===== src/rtl/pt_pkg.sv =====
package pt_pkg;
  // operating mode field, control bits [1:0]
  localparam logic [1:0] MD_TIMER = 2'b00;
  localparam logic [1:0] MD_PULSE = 2'b01;
  localparam logic [1:0] MD_EVENT = 2'b10;
  localparam logic [1:0] MD_WIDTH = 2'b11;

  // count source select
  localparam logic [1:0] CS_F1  = 2'b00;
  localparam logic [1:0] CS_F8  = 2'b01;
  localparam logic [1:0] CS_F32 = 2'b10;
  localparam logic [1:0] CS_F2  = 2'b11;

  // register addresses
  localparam logic [1:0] RA_CTRL = 2'd0;
  localparam logic [1:0] RA_PRE  = 2'd1;
  localparam logic [1:0] RA_TMR  = 2'd2;
  localparam logic [1:0] RA_CSEL = 2'd3;

  localparam int CTRL_W = 7;

  typedef struct packed {
    logic       unf;   // bit 6 underflow flag
    logic       edg;   // bit 5 edge received flag
    logic       run;   // bit 4 count enable
    logic       pol;   // bit 3 polarity
    logic       per;   // bit 2 period measurement select
    logic [1:0] mode;  // bits 1:0
  } ctrl_t;
endpackage


===== src/rtl/pt_sync_edge.sv =====
module pt_sync_edge #(
  parameter int SYNC = 2
) (
  input  logic clk,
  input  logic rst_n,
  input  logic pin,
  input  logic pol,
  output logic lvl_on,
  output logic lead,
  output logic trail
);
  logic [SYNC-1:0] sh_q, sh_d;
  logic            prev_q, prev_d;
  logic            cur, rise, fall;

  assign cur = sh_q[SYNC-1];

  always_comb begin
    sh_d   = {sh_q[SYNC-2:0], pin};
    prev_d = cur;
  end

  always_ff @(posedge clk or negedge rst_n) begin
    if (!rst_n) begin
      sh_q   <= '0;
      prev_q <= 1'b0;
    end else begin
      sh_q   <= sh_d;
      prev_q <= prev_d;
    end
  end

  // edges come from the raw synchronized level, so a polarity change makes no edge
  always_comb begin
    rise   = cur & ~prev_q;
    fall   = ~cur & prev_q;
    lvl_on = cur ^ pol;
    lead   = pol ? fall : rise;
    trail  = pol ? rise : fall;
  end
endmodule


===== src/rtl/pt_src_sel.sv =====
module pt_src_sel
  import pt_pkg::*;
(
  input  logic [1:0] csel,
  input  logic       en_div2,
  input  logic       en_div8,
  input  logic       en_div32,
  input  logic       is_event,
  input  logic       is_width,
  input  logic       lead,
  input  logic       lvl_on,
  input  logic       run,
  output logic       tick
);
  logic base;
  logic raw;

  always_comb begin
    unique case (csel)
      CS_F1:   base = 1'b1;
      CS_F8:   base = en_div8;
      CS_F32:  base = en_div32;
      default: base = en_div2;
    endcase
    if (is_event)      raw = lead;
    else if (is_width) raw = base & lvl_on;
    else               raw = base;
    tick = run & raw;
  end
endmodule


===== src/rtl/pt_stage.sv =====
module pt_stage #(
  parameter int W = 8
) (
  input  logic         clk,
  input  logic         rst_n,
  input  logic         tick,
  input  logic         run,
  input  logic         wr,
  input  logic [W-1:0] wdata,
  output logic [W-1:0] cnt,
  output logic [W-1:0] rld,
  output logic         unf
);
  logic [W-1:0] cnt_d, rld_d;

  assign unf = tick && (cnt == '0);

  always_comb begin
    cnt_d = cnt;
    rld_d = rld;
    if (tick) cnt_d = (cnt == '0) ? rld : cnt - 1'b1;
    if (wr) begin
      rld_d = wdata;
      if (!run) cnt_d = wdata;
    end
  end

  always_ff @(posedge clk or negedge rst_n) begin
    if (!rst_n) begin
      cnt <= '0;
      rld <= '0;
    end else begin
      cnt <= cnt_d;
      rld <= rld_d;
    end
  end
endmodule


===== src/rtl/pres_timer.sv =====
module pres_timer
  import pt_pkg::*;
#(
  parameter int DW   = 8,
  parameter int SYNC = 2
) (
  input  logic          clk,
  input  logic          rst_n,
  input  logic          en_div2,
  input  logic          en_div8,
  input  logic          en_div32,
  input  logic          bus_wr,
  input  logic [1:0]    bus_addr,
  input  logic [DW-1:0] bus_wdata,
  output logic [DW-1:0] bus_rdata,
  input  logic          ext_in,
  output logic          pulse_out,
  output logic          irq
);
  // reset: asynchronous assert, synchronous release
  logic [1:0] rs_q;
  logic       rst_i;
  always_ff @(posedge clk or negedge rst_n) begin
    if (!rst_n) rs_q <= 2'b00;
    else        rs_q <= {rs_q[0], 1'b1};
  end
  assign rst_i = rs_q[1];

  ctrl_t      ctrl_q, ctrl_d, wr_c;
  logic [1:0] csel_q, csel_d;
  logic       irq_d, pout_d;
  logic       wr_ctrl, wr_pre, wr_tmr, wr_csel;
  logic       is_event, is_width, is_period, run_on;
  logic       lvl_on, lead, trail, act_edge, edge_set;
  logic       pre_tick, pre_unf, tmr_unf;
  logic [DW-1:0] pre_cnt, pre_rld, tmr_cnt, tmr_rld;
  logic       edg_flag, unf_flag;

  assign wr_ctrl = bus_wr && (bus_addr == RA_CTRL);
  assign wr_pre  = bus_wr && (bus_addr == RA_PRE);
  assign wr_tmr  = bus_wr && (bus_addr == RA_TMR);
  assign wr_csel = bus_wr && (bus_addr == RA_CSEL);
  assign wr_c    = ctrl_t'(bus_wdata[CTRL_W-1:0]);

  assign run_on    = ctrl_q.run;
  assign is_event  = (ctrl_q.mode == MD_EVENT);
  assign is_width  = (ctrl_q.mode == MD_WIDTH);
  assign is_period = (ctrl_q.mode == MD_TIMER) && ctrl_q.per;
  assign edg_flag  = ctrl_q.edg;
  assign unf_flag  = ctrl_q.unf;

  pt_sync_edge #(.SYNC(SYNC)) u_edge (
    .clk(clk), .rst_n(rst_i), .pin(ext_in), .pol(ctrl_q.pol),
    .lvl_on(lvl_on), .lead(lead), .trail(trail)
  );

  pt_src_sel u_src (
    .csel(csel_q), .en_div2(en_div2), .en_div8(en_div8), .en_div32(en_div32),
    .is_event(is_event), .is_width(is_width), .lead(lead), .lvl_on(lvl_on),
    .run(run_on), .tick(pre_tick)
  );

  pt_stage #(.W(DW)) u_pre (
    .clk(clk), .rst_n(rst_i), .tick(pre_tick), .run(run_on), .wr(wr_pre),
    .wdata(bus_wdata), .cnt(pre_cnt), .rld(pre_rld), .unf(pre_unf)
  );

  pt_stage #(.W(DW)) u_tmr (
    .clk(clk), .rst_n(rst_i), .tick(pre_unf), .run(run_on), .wr(wr_tmr),
    .wdata(bus_wdata), .cnt(tmr_cnt), .rld(tmr_rld), .unf(tmr_unf)
  );

  // the measuring modes watch an edge: the trailing edge for width, the leading edge for period
  assign act_edge = is_width ? trail : lead;
  assign edge_set = run_on && (is_width || is_period) && act_edge;

  always_comb begin
    ctrl_d = ctrl_q;
    csel_d = csel_q;
    if (wr_ctrl) begin
      ctrl_d.mode = wr_c.mode;
      ctrl_d.per  = wr_c.per;
      ctrl_d.pol  = wr_c.pol;
      ctrl_d.run  = wr_c.run;
      ctrl_d.edg  = ctrl_q.edg & wr_c.edg;
      ctrl_d.unf  = ctrl_q.unf & wr_c.unf;
    end
    if (edge_set) ctrl_d.edg = 1'b1;
    if (tmr_unf)  ctrl_d.unf = 1'b1;
    if (wr_csel)  csel_d = bus_wdata[1:0];
    irq_d  = tmr_unf | edge_set;
    pout_d = pulse_out ^ (tmr_unf && (ctrl_q.mode == MD_PULSE));
  end

  always_ff @(posedge clk or negedge rst_i) begin
    if (!rst_i) begin
      ctrl_q    <= '0;
      csel_q    <= CS_F1;
      irq       <= 1'b0;
      pulse_out <= 1'b0;
    end else begin
      ctrl_q    <= ctrl_d;
      csel_q    <= csel_d;
      irq       <= irq_d;
      pulse_out <= pout_d;
    end
  end

  always_comb begin
    bus_rdata = '0;
    unique case (bus_addr)
      RA_CTRL: bus_rdata[CTRL_W-1:0] = ctrl_q;
      RA_PRE:  bus_rdata = pre_cnt;
      RA_TMR:  bus_rdata = tmr_cnt;
      default: bus_rdata[1:0] = csel_q;
    endcase
  end
endmodule


===== config.mk =====
export PLATFORM = sky130hd
export DESIGN_NAME = pres_timer
export DESIGN_NICKNAME = d
export VERILOG_FILES = /design/src/rtl/pt_pkg.sv /design/src/rtl/pt_sync_edge.sv /design/src/rtl/pt_src_sel.sv /design/src/rtl/pt_stage.sv /design/src/rtl/pres_timer.sv
export SDC_FILE = /design/constraint.sdc
export NUM_CORES = 1
export LEC_CHECK = 0
export BUFFER_PORTS_ARGS = -buffer_cell sky130_fd_sc_hd__buf_2
export CAP_MARGIN = 20
export CORE_UTILIZATION = 40
export DETAILED_ROUTE_END_ITERATION = 12
export GPL_ROUTABILITY_DRIVEN = 0
export HOLD_SLACK_MARGIN = 0.05
export PLACE_DENSITY_LB_ADDON = 0.05
export SYNTH_ARGS = -nofsm -noshare
export SYNTH_HDL_FRONTEND = slang
export SYNTH_SLANG_ARGS = --single-unit
export TNS_END_PERCENT = 50

===== constraint.sdc =====
create_clock -name clk -period 3.65 [get_ports clk]
set_input_delay 0.73 -clock clk [delete_from_list [all_inputs] [get_ports clk]]
set_output_delay 0.73 -clock clk [all_outputs]
set_load 0.02 [all_outputs]

# Yosys cells after proc, flatten, opt, wreduce, memory -nomap -nowiden
# Index checks and enable logic that the tools add are counted.
# classes
addsub,2
bitwise,11
reduce_logical,18
n_eq_ne,8
n_mux,20
# op_table
cell,count
$mux W8,8
$logic_not A8 Y1,2
$sub A8 B1 Y8 const B,2
$pmux W5 S3,1
$eq A2 B2 Y1 const B,5
$logic_and A1 B1 Y1,10
$mux W1,7
$mux W7,1
$and A1 B1 Y1,6
$eq A2 B1 Y1 const B,3
$logic_not A2 Y1,3
$pmux W2 S3,1
$reduce_bool A2 Y1,2
$pmux W1 S3,1
$not A1 Y1,2
$pmux W1 S2,1
$xor A1 B1 Y1,2
$logic_or A1 B1 Y1,1
$or A1 B1 Y1,1
# word_totals
in_bits,17
reg_bits,48

# Depth between registers and ports, before layout
# logic_depth
ltp_word,10
depth_mapped,9
mapped_depth_nobuf,7

# By module
# Synthesis repeated with hierarchy kept, for this count alone.
# unflattened
cells_unflattened,262
area_unflattened_um2,2777.7
# by_module_without_submodules
mod,instances,cells_each,seq_area_each_um2,area_per_inst_um2
pt_stage,2,91,400.4,918.4
pres_timer,1,66,325.3,765.7
pt_sync_edge,1,8,75.1,117.6
pt_src_sel,1,6,0.0,57.6

# Least setup slack after synthesis
# No wires, ideal clock.
# synth_path
path_type,input -> output
startpoint,in bus_addr[0]
endpoint,out bus_rdata[0]
path_slack_ps,1247
stages,5
t_arrival_ps,1673
cell_sequence,inv_1 > ha_1 > clkbuf_1 > a222oi_1 > mux2i_1
# synth_between
elab_chain_len,2
elab_cells_between_ends,4
# synth_rtl
item,line_no,rtl
"start, declared",pres_timer.sv:13,"input logic [1:0] bus_addr,"
$eq A2 B2 Y1 (tied with other cells),pres_timer.sv:111,unique case (bus_addr)
$pmux W2 S3 *,pres_timer.sv:111,
"end, declared",pres_timer.sv:15,"output logic [DW-1:0] bus_rdata,"
# Every way passes the cells marked *; elsewhere a longest branch is shown, timed or not.

# Worst setup path after layout
# Same ends and word-level chain as after synthesis.

==> summary.txt <==
Synthesis
  – Cell accounting for the most synthesized area: dfrtp_1
  – Post-synth EDFFs: 0
  – Cells after Synth: 268
  – Synth Flop Type: dfrtp_1
  – Async set-or-reset flop fraction in the synthesized netlist: 1.000
  – Synth warn: 0
  – Post-Syn Nets: 293
  – Post-Synthesis Cell Area: 2711 um2
  – Sequential area share after synthesis: 0.4430
  – Seq cells post-synth: 48
  – Netlist cell types: 50
  – Avg Synthesized Cell Area: 10.12 um2
  – Share of the synthesized area in the top cell type: 0.4430
  – Top cells by area, synth: dfrtp_1 44%, mux2_2 10%, ha_1 3.7%, nor2_1 3.2%, nand2_1 2.8%

Cells and area
  – Fill cell count: 633
  – Area delta synth->final: 10.71%
  – Fraction of layout cells with a size suffix above 1: 0.2326
  – Area taken by multi-input logic gates: 1396 um2
  – Layout net count: 312
  – N_diodes: 0
  – Post-Layout Cell Count: 365
  – Seq. cell area: 1202 um2

STA
  – Max-slew violation count: 0
  – Final setup viols: 0
  – Peak Freq: 373.4 MHz
  – Setup tns final: 0 ns
  – Slew HR: 0.4190
  – Pin slew with the least headroom to its limit: 0.8715 ns
  – Fin. Hold Viols: 0
  – Unrepaired setup endpoints after global routing: no
  – Final min period: 2.678 ns
  – Fin crit share: 0.7337
  – Post-Route Skew: 0.005727 ns
  – Hold WS: 0.1130 ns

Worst setup path
  – WP data arrival: 1.95 ns
  – Worst path required time: 2.92 ns
  – CP max FO: 9
  – Startpoint Class: primary input
  – WS Path Type: primary input to output pin
  – Crit end category: output pin

Clock tree
  – TritonCTS clock tree: done
  – Clk slew on worst S/H paths: 0.09 ns
  – Clk Latency, worst-skew pair: 0.31 ns
  – Post-CTS setup buffers: 0
  – Clock buffer count from CTS: 5
  – Cts repair resizes: 0
  – Deepest clock path buffer count: 2
  – CTS H-Tree Depth: 2
  – Root buffer cell: clkbuf_8
  – TritonCTS Sinks: 48
  – CTS Hold Bufs: 0

Hold path
  – Hold crit path type: flop to async pin

Power and ir drop
  – Worst ir drop on vdd: 222.6 uV
  – Overall Power: 0.001735 W
  – Static leakage: 1.325 nW
  – Power density over the cells: 578.0 nW/um2

Floorplan
  – Core area: 6459 um2
  – # rows: 29
  – Die area: 7112 um2
  – Die height: 84.33 um
  – Die X: 84.33 um
  – Initial Util: 0.4198
  – IO Pins: 27

Run status
  – Failing checks: design-rule violations
  – Status: finished with violations

Route
  – Top routing layer in use: met4
  – Routed WL: 6904 um
  – Met1 WL: 3450 um
  – Remaining DRCs: 2
  – Vias: 2204
  – DR WL met2: 3057 um
  – Drt wl/cell: 18.92 um
  – Vias per inst: 6.038
  – First DRT Iteration DRCs: 185
  – Detailed-router iteration count before antenna repair: 9
  – Wire length on met3: 322 um
  – Routed Antenna Nets: 0

Global routing
  – Largest net degree at the start of global routing: 47
  – Vias in the first global route: 2065
  – GRT Total Usage: 0.2082
  – GRT overflow: 0
  – First-pass GRT wire length: 11400 um
  – Antenna violations before repair: 0

Placed design
  – Dpl cells: 356
  – Port bufs: 26
  – HPWL after DPL: 4881 um

Job
  – Max-Cap Viols: 0
## worst paths after layout
check	from	end	slack (ns)	cells past startpoint
worst min register to register	rs_q[1]$_DFF_PN0_	u_tmr.rld[0]$_DFFE_PN0P_	0.11	0
max in group asynchronous	rs_q[1]$_DFF_PN0_	u_pre.cnt[4]$_DFF_PN0_	3.06	1
worst min-delay path	rs_q[1]$_DFF_PN0_	u_tmr.rld[0]$_DFFE_PN0P_	0.11	0
min in group clk	u_edge.sh_q[0]$_DFF_PN0_	u_edge.sh_q[1]$_DFF_PN0_	0.36	0
worst max-delay path	bus_addr[0]	bus_rdata[0]	0.97	6
worst max register to register	u_pre.cnt[0]$_DFF_PN0_	u_tmr.cnt[2]$_DFF_PN0_	1.12	7
## registers in the layout, summed over array words and instances, names as in the netlist, 2 cells and up
register	flops
rs_q	2
u_pre.cnt	8
ctrl_q	4
u_edge.sh_q	2
u_tmr.rld	8
csel_q	2
u_tmr.cnt	8
u_pre.rld	8
## report_power, final
part           switching [W]  internal, W  total [W]  leakage [nW]
Clock               0.000192     0.000203   0.000395        0.0541
Sequential          0.000169     0.000651   0.000820         0.577
Combinational       0.000288     0.000232   0.000520         0.694
## synthesized netlist by cell type (all sizes together) (3+ instances only)
cell type and instances:
o22ai 3, a2111oi 3, or2 3, dfrtp 48
nand2 20, o21ai 11, nand3 10, or3 4
and3 4, buf 6, a222oi 7, o211ai 3
mux2i 5, xnor2 3, mux2 24, nor4 3
a31oi 6, nor2b 3, clkbuf 10, a211o 5
ha 8, nor3 11, a21oi 7, nor2 23
or4 3, inv 10
## through the flow
step	cell area, um2	util	setup WS (ns)
after floorplan	2711	-	1.247
after detailed placement	2870	0.4444	0.9895
after CTS	2982	0.4616	0.9899
after global routing	3002	0.4647	0.8869
after global placement	2870	0.4444	0.9829
final	3002	0.4647	0.9719
## routing by layer
metal | vias up | global-route usage
met5 | - | 0
met4 | 0 | 0.05701
met3 | 7 | 0.02852
met2 | 59 | 0.3219
met1 | 1110 | 0.3075
li1 | 1028 | -
## layout by cell type, fill, tap and decap left out, types with 4 or more instances in the layout
cell,n
dfrtp_1,47
buf_2,26
mux2_2,24
nor2_1,23
nand2_1,20
nor3_1,11
inv_1,10
nand3_1,10
ha_1,8
a222oi_1,7
a21oi_1,7
o21ai_0,6
mux2i_1,5
a31oi_1,5
o21ai_1,5
a211o_1,5
clkbuf_8,5
or3_1,4
and3_1,4
## critical path, stage by stage
cell	delay, ns
buf_2	0.12
inv_1	0.07
ha_1	0.31
a222oi_1	0.41
mux2i_1	0.13
buf_2	0.18
## cell type report
cell class,instances,share of cell area
sequential,48,0.4006
multi-input combinational,194,0.4652
clock buffer,5,0.02293
inverter,10,0.01251
timing repair buffer,28,0.05252
clock inverter,3,0.01417
tap,77,0.03210
## cells by family after synthesis
kind of cell,count (synthesis),share of synthesized area
AO/OA/AOI/OAI,56,0.1624
buffers and inverters,26,0.04199
adder cells (fa/ha/maj),8,0.03692
XOR/XNOR,4,0.01292
AND/OR/NAND/NOR,96,0.1832
multiplexers,29,0.1181
flip-flops,48,0.4430
other,1,0.001383
No activity file was read; power rests on OpenSTA's default activity.
